--- config.mk ---
export PLATFORM = sky130hd
export DESIGN_NAME = mixRegPort
export DESIGN_NICKNAME = d
export VERILOG_FILES = /design/src/rtl/mixRegPkg.sv /design/src/rtl/mixCtrl.sv /design/src/rtl/mixData.sv /design/src/rtl/mixCfgDecode.sv /design/src/rtl/mixRegPort.sv
export SDC_FILE = /design/constraint.sdc
export NUM_CORES = 2
export LEC_CHECK = 0
export BUFFER_PORTS_ARGS = -buffer_cell sky130_fd_sc_hd__buf_2
export CORE_ASPECT_RATIO = 0.5
export CORE_MARGIN = 4
export CORE_UTILIZATION = 58
export DETAILED_ROUTE_END_ITERATION = 8
export PLACE_DENSITY_LB_ADDON = 0.3
export SLEW_MARGIN = 15
export SYNTH_ARGS = -nofsm -noshare
export SYNTH_HDL_FRONTEND = slang
export SYNTH_SLANG_ARGS = --single-unit
--- constraint.sdc ---
create_clock -name clk -period 2.9 [get_ports clk]
set_input_delay 0.58 -clock clk [delete_from_list [all_inputs] [get_ports clk]]
set_output_delay 0.58 -clock clk [all_outputs]
set_load 0.005 [all_outputs]
--- src/rtl/mixRegPkg.sv ---
package mixRegPkg;
  localparam int IDX_W     = 8;
  localparam int DATA_W    = 8;
  localparam int REG_COUNT = 1 << IDX_W;

  localparam logic [IDX_W-1:0] CMD_IDX    = 8'h00;
  localparam logic [IDX_W-1:0] MIRROR_IDX = 8'h01;
  localparam logic [IDX_W-1:0] MODE_IDX   = 8'h0E;
  localparam logic [IDX_W-1:0] SIG_IDX    = 8'h40;
  localparam logic [IDX_W-1:0] LINK_BIT   = 8'h20;

  typedef struct packed {
    logic idxWr;   // index port write
    logic dataWr;  // data port write that stores a byte
    logic clrAll;  // data port write at the command index
    logic sigRd;   // data port read at the signature index
  } mixStrobe_t;

  function automatic logic isLinked(input logic [IDX_W-1:0] idx);
    return (idx == 8'h02) || (idx == 8'h22) || (idx == 8'h06) || (idx == 8'h26);
  endfunction
endpackage

--- src/rtl/mixCtrl.sv ---
module mixCtrl
  import mixRegPkg::*;
#(
  parameter int SIG_LEN = 4,
  localparam int PTR_W = (SIG_LEN > 1) ? $clog2(SIG_LEN) : 1
) (
  input  logic              clk,
  input  logic              rst,
  input  logic              hostSel,
  input  logic              hostWe,
  input  logic              hostRe,
  input  logic [DATA_W-1:0] hostWdata,
  output mixStrobe_t        strb,
  output logic [IDX_W-1:0]  curIdx,
  output logic [PTR_W-1:0]  sigPtr
);
  localparam logic [PTR_W-1:0] PTR_LAST = PTR_W'(SIG_LEN - 1);

  always_comb begin
    strb.idxWr  = hostWe && !hostSel;
    strb.dataWr = hostWe && hostSel && (curIdx != CMD_IDX);
    strb.clrAll = hostWe && hostSel && (curIdx == CMD_IDX);
    strb.sigRd  = hostRe && !hostWe && hostSel && (curIdx == SIG_IDX);
  end

  always_ff @(posedge clk) begin
    if (rst) begin
      curIdx <= '0;
    end else if (strb.idxWr) begin
      curIdx <= hostWdata;
    end
  end

  always_ff @(posedge clk) begin
    if (rst) begin
      sigPtr <= '0;
    end else if (strb.idxWr && hostWdata == SIG_IDX) begin
      sigPtr <= '0;
    end else if (strb.sigRd) begin
      sigPtr <= (sigPtr == PTR_LAST) ? '0 : sigPtr + 1'b1;
    end
  end


  sig_step_chk: assert property (@(posedge clk) disable iff (rst)
    strb.sigRd |=> sigPtr == (($past(sigPtr) == PTR_LAST) ? '0 : $past(sigPtr) + 1'b1));


  sig_restart_chk: assert property (@(posedge clk) disable iff (rst)
    (hostWe && !hostSel && hostWdata == SIG_IDX) |=> sigPtr == '0);


  sig_hold_chk: assert property (@(posedge clk) disable iff (rst)
    (!(hostRe && !hostWe && hostSel && curIdx == SIG_IDX) &&
     !(hostWe && !hostSel && hostWdata == SIG_IDX)) |=> $stable(sigPtr));
endmodule

--- src/rtl/mixData.sv ---
module mixData
  import mixRegPkg::*;
#(
  parameter int SIG_LEN = 4,
  parameter logic [8*SIG_LEN-1:0] SIG_BYTES = 32'hC33CA55A,
  localparam int PTR_W = (SIG_LEN > 1) ? $clog2(SIG_LEN) : 1
) (
  input  logic              clk,
  input  logic              rst,
  input  mixStrobe_t        strb,
  input  logic [IDX_W-1:0]  curIdx,
  input  logic [PTR_W-1:0]  sigPtr,
  input  logic              hostSel,
  input  logic [DATA_W-1:0] hostWdata,
  output logic [DATA_W-1:0] hostRdata,
  output logic [6:0]        cfgFields,
  output logic              modeStereo
);
  logic [DATA_W-1:0] regFile [REG_COUNT];
  logic [DATA_W-1:0] sigByte;
  logic [DATA_W-1:0] cfgByte;

  always_ff @(posedge clk) begin
    if (rst || strb.clrAll) begin
      for (int i = 0; i < REG_COUNT; i++) regFile[i] <= '0;
    end else if (strb.idxWr) begin
      regFile[MIRROR_IDX] <= hostWdata;
    end else if (strb.dataWr) begin
      regFile[curIdx] <= hostWdata;
      if (isLinked(curIdx)) regFile[curIdx ^ LINK_BIT] <= hostWdata;
    end
  end

  always_comb begin
    sigByte = SIG_BYTES[7:0];
    for (int k = 0; k < SIG_LEN; k++) begin
      if (sigPtr == PTR_W'(k)) sigByte = SIG_BYTES[8*k +: 8];
    end
  end

  always_comb begin
    if (!hostSel)                hostRdata = curIdx;
    else if (curIdx == SIG_IDX)  hostRdata = sigByte;
    else                         hostRdata = regFile[curIdx];
  end

  assign cfgByte    = regFile[SIG_IDX];
  assign cfgFields  = {cfgByte[7:3], cfgByte[1:0]};
  assign modeStereo = regFile[MODE_IDX][1];


  clear_all_chk: assert property (@(posedge clk) disable iff (rst)
    strb.clrAll |=> (regFile[SIG_IDX] == '0 && regFile[MODE_IDX] == '0 &&
                     regFile[MIRROR_IDX] == '0 && curIdx == CMD_IDX));


  link_pair_chk: assert property (@(posedge clk) disable iff (rst)
    (strb.dataWr && curIdx == 8'h02) |=> regFile[8'h22] == $past(hostWdata));
endmodule

--- src/rtl/mixCfgDecode.sv ---
module mixCfgDecode #(
  parameter int ADDR_W = 10,
  parameter logic [ADDR_W-1:0] MIDI_BASE = 10'h300,
  parameter logic [ADDR_W-1:0] GAME_BASE = 10'h200
) (
  input  logic [6:0]        cfgFields,  // {irq[2:0], midiSlot[1:0], game, fm}
  input  logic              modeStereo,
  output logic              stereoEn,
  output logic              midiEn,
  output logic [2:0]        midiIrqSel,
  output logic [ADDR_W-1:0] midiBase,
  output logic              gameEn,
  output logic [ADDR_W-1:0] gameBase,
  output logic              fmEn
);
  assign midiIrqSel = cfgFields[6:4];
  assign midiEn     = |cfgFields[6:4];
  assign midiBase   = MIDI_BASE | ADDR_W'({cfgFields[3:2], 4'b0000});
  assign gameEn     = cfgFields[1];
  assign gameBase   = cfgFields[1] ? GAME_BASE : '0;
  assign fmEn       = cfgFields[0];
  assign stereoEn   = modeStereo;
endmodule

--- src/rtl/mixRegPort.sv ---
module mixRegPort
  import mixRegPkg::*;
#(
  parameter int SIG_LEN = 4,
  parameter logic [8*SIG_LEN-1:0] SIG_BYTES = 32'hC33CA55A,
  parameter int ADDR_W = 10,
  localparam int PTR_W = (SIG_LEN > 1) ? $clog2(SIG_LEN) : 1
) (
  input  logic              clk,
  input  logic              rst,
  input  logic              hostSel,
  input  logic              hostWe,
  input  logic              hostRe,
  input  logic [7:0]        hostWdata,
  output logic [7:0]        hostRdata,
  output logic              stereoEn,
  output logic              midiEn,
  output logic [2:0]        midiIrqSel,
  output logic [ADDR_W-1:0] midiBase,
  output logic              gameEn,
  output logic [ADDR_W-1:0] gameBase,
  output logic              fmEn
);
  mixStrobe_t       strb;
  logic [IDX_W-1:0] curIdx;
  logic [PTR_W-1:0] sigPtr;
  logic [6:0]       cfgFields;
  logic             modeStereo;

  mixCtrl #(.SIG_LEN(SIG_LEN)) u_ctrl (
    .clk(clk), .rst(rst), .hostSel(hostSel), .hostWe(hostWe), .hostRe(hostRe),
    .hostWdata(hostWdata), .strb(strb), .curIdx(curIdx), .sigPtr(sigPtr)
  );

  mixData #(.SIG_LEN(SIG_LEN), .SIG_BYTES(SIG_BYTES)) u_data (
    .clk(clk), .rst(rst), .strb(strb), .curIdx(curIdx), .sigPtr(sigPtr),
    .hostSel(hostSel), .hostWdata(hostWdata), .hostRdata(hostRdata),
    .cfgFields(cfgFields), .modeStereo(modeStereo)
  );

  mixCfgDecode #(
    .ADDR_W(ADDR_W),
    .MIDI_BASE(ADDR_W'(10'h300)),
    .GAME_BASE(ADDR_W'(10'h200))
  ) u_dec (
    .cfgFields(cfgFields), .modeStereo(modeStereo), .stereoEn(stereoEn),
    .midiEn(midiEn), .midiIrqSel(midiIrqSel), .midiBase(midiBase),
    .gameEn(gameEn), .gameBase(gameBase), .fmEn(fmEn)
  );
endmodule

==> results.toml <==
[outcome]
status = "finished with violations"
violations = "setup timing"

[setup_path]
reg2reg_depth = 8
endpoint_kind = "output pin"
worstPathArrival_ns = 4.16
worstPathRequired_ns = 2.32
crit_end = "hostRdata[3]"
start_kind = "flop"
reg2reg_from = "u_ctrl.curIdx[3]"
reg2reg_slack_ns = 0.31
worst-path-max-fanout = 11
worstReg2RegEnd = "u_data.regFile[190][5]"
critPathKind = "flop to output pin"

[global_route]
antenna_found_initial = 16
grt_use_total_pct = 32.5
grt_pass1_vias = 65100
grt_max_degree = 127
grt_overflow = 0
grt_pass1_wl_um = 428000

[layout]
fin_nets = 7360
fin_area_um2 = 114000
fillers = 10500
final_util_pct = 69.2
seq_area_um2 = 61900
instances_no_fill = 9677
syn2layout_area_growth_pct = 17.6
multi_input_area_um2 = 31900
drive_gt1_share_pct = 27.4

[die]
start_util_pct = 58.8
core_area_um2 = 165000
die_y_um = 298
dieArea_um2 = 175000
die_x_um = 587
rows = 105
io-pin-count = 48

[logic_synthesis]
avgSynthCellArea_um2 = 14.2
netlist_instances = 6873
yosysWarnings = 0
netlist_area_um2 = 97300
ys_ff_latch = 2066
synth_edf_count = 2048
async_reset_ff_share_pct = 0
ys.flop_type = "edfxtp_1"
synth.distinct_cells = 70
ys_seq_area_share_pct = 63.6

[flow_run]
cap_violations = 0

[drt]
vias = 66300
detail_route.wl_per_cell_um = 30.0
wl_um = 290000
drt_iter0_markers = 10500
dr.pass1.iters = 9
ant_nets = 0
via_per_inst = 6.86
drc = 0

[timing]
period_minus_slack_ns = 4.74
finClkSkew_ns = 0.0615
whs_ns = 0.237
final.period_utilization_pct = 164
worst_slew_pin_slew_ns = 0.828
final.setup.tns_ns = -14.10
slew_headroom_pct = 44.6
hold_violations = 0
drv_slew = 0
fin_ws_ns = -1.84
rsz0062_at_grt = "yes"
fmax_mhz = 211
finalSetupViolations = 8

[placed_design]
post-place-cells = 9317
gp_congestion = 0.962
io_buffers = 30
dp_hpwl_um = 185000
placed_cell_area_um2 = 108000

[cts]
cts_inserted_buffers = 188
clk_pin_slew_ns = 0.06
clock-root-buffer = "clkbuf_16"
cts_tree = "done"
clkSinkCount = 2066
clk_latency_ns = 0.86
cts_htree_levels = 4
cts_max_path_buffers = 4

[worst_hold_path]
hp-class = "input port to flop"

[pwr]
vdd_ir_drop_max_mv = 0.466
p_per_area_nw_per_um2 = 579
p_leak_nw = 49.3
==> per-stage QoR <==
| stage | worst slack [ns] | power [mW] |
|---|---|---|
| after floorplan | -0.0395 | 38.6 |
| after global placement | -1.26 | 42.0 |
| after detailed placement | -1.28 | 42.3 |
| after CTS | -1.77 | 66.0 |
| after global routing | -1.87 | 68.0 |
| final | -1.84 | 66.3 |
==> critical path, stage by stage, from the launching register on <==
cell      delay, ns
dfxtp_4        0.49
buf_12         0.23
buf_4          0.14
buf_6          0.19
mux4_2         0.54
mux2i_1        0.27
buf_4          0.22
o22ai_1        0.10
a211oi_2       0.24
buf_4          0.18
a211oi_1       0.07
a221o_2        0.47
buf_2          0.16
==> layout by cell type (no fill, tap or decap), types with 31 or more instances in the layout <==
cell | Yosys | final
mux4_2 | 481 | 482
clkbuf_1 | 783 | 40
and2_1 | 47 | 46
mux2i_1 | 167 | 164
clkinv_2 | 0 | 31
nor2_1 | 74 | 49
clkbuf_16 | 0 | 193
buf_4 | 46 | 909
o221ai_1 | 44 | 41
buf_12 | 6 | 236
edfxtp_1 | 2048 | 2048
and3_1 | 2014 | 2013
nand2_1 | 639 | 637
a21oi_1 | 47 | 44
clkinv_1 | 3 | 41
==> per-layer routing <==
metal,share of wire (%),track usage (%),vias to the layer above
met5,0.022,0,-
met4,4.0,11.6,10
met3,14,9.28,774
met2,46,49.5,5100
met1,36,45.4,33100
li1,-,-,27300
==> kinds of logic after synthesis <==
kind of cell	share of synthesized area, %
and+or+nand+nor	16.7
DFF	63.6
buffers and inverters	4.40
muxes	13.2
AOI/OAI and AO/OA	2.11
adders and majority gates	0.0386
other	0.00772
==> how the worst min path moves through the flow <==
stage | end | from | slack, ns | cells past startpoint
4_1_cts | u_ctrl.curIdx[3] | hostWdata[3] | 0.18 | 3
2_1_floorplan | flop | u_ctrl.curIdx[6] | 0.50 | 2
3_3_place_gp | u_ctrl.sigPtr[0] | u_ctrl.sigPtr[0] | 0.56 | 2
5_1_grt | flop | rst | 0.21 | 3
3_5_place_dp | u_ctrl.sigPtr[0] | u_ctrl.sigPtr[0] | 0.60 | 2
6_report | u_ctrl.curIdx[3] | hostWdata[3] | 0.24 | 3
==> sequential cells by signal, indices dropped and copies added, names as in the netlist, named ones only <==
register,count
u_ctrl.curIdx,8
u_ctrl.sigPtr,2
u_data.regFile,2048
==> repair_timing <==
item	CTS	global route
gates cloned	0	3
hold buffers	0	0
resized for setup	47	68
pin swaps	3	19
setup buffers	2	25
endpoints found under the setup margin	8	8
==> Yosys cell counts, types with 5 or more instances <==
master / number / share of area (%)
buf_6: 28 / 0.32
nand4_1: 9 / 0.058
nor3_1: 22 / 0.11
mux4_1: 7 / 0.19
a2111oi_0: 5 / 0.045
a31oi_1: 17 / 0.11
dfxtp_1: 18 / 0.37
buf_8: 13 / 0.20
edfxtp_1: 2048 / 63
o221ai_1: 44 / 0.40
mux2i_1: 167 / 1.7
inv_1: 8 / 0.031
mux2_2: 14 / 0.16
o211ai_1: 5 / 0.039
buf_2: 49 / 0.25
clkbuf_1: 783 / 3.0
o22ai_1: 32 / 0.21
a21oi_1: 47 / 0.24
nor2_1: 74 / 0.29
a221oi_1: 10 / 0.090
nor2b_1: 12 / 0.077
a22oi_1: 31 / 0.24
nor4_1: 7 / 0.045
buf_12: 6 / 0.12
o21ai_0: 33 / 0.17
a211oi_1: 23 / 0.18
and2_1: 47 / 0.30
nand3_1: 30 / 0.15
buf_1: 20 / 0.077
nand2_1: 639 / 2.5
nand2b_1: 16 / 0.10
and3_1: 2014 / 13
mux4_2: 481 / 11
buf_4: 46 / 0.35
==> area by class of cell <==
| type | instances | area share, % |
|---|---|---|
| tap | 2193 | 2.40 |
| multi-input combinational | 3873 | 27.9 |
| clock inverter | 93 | 0.685 |
| antenna | 5 | 0.0109 |
| clock buffer | 232 | 4.31 |
| sequential | 2066 | 54.0 |
| timing repair buffer | 1203 | 10.6 |
| inverter | 12 | 0.0437 |
==> power breakdown <==
group          internal, mW  switching, mW  leakage, nW  total (mW)
Clock                  13.2           11.1         2.80        24.3
Combinational          2.97           4.02         24.9        6.99
Sequential             34.5          0.550         21.6        35.0
No activity file was read; power rests on OpenSTA's default activity.
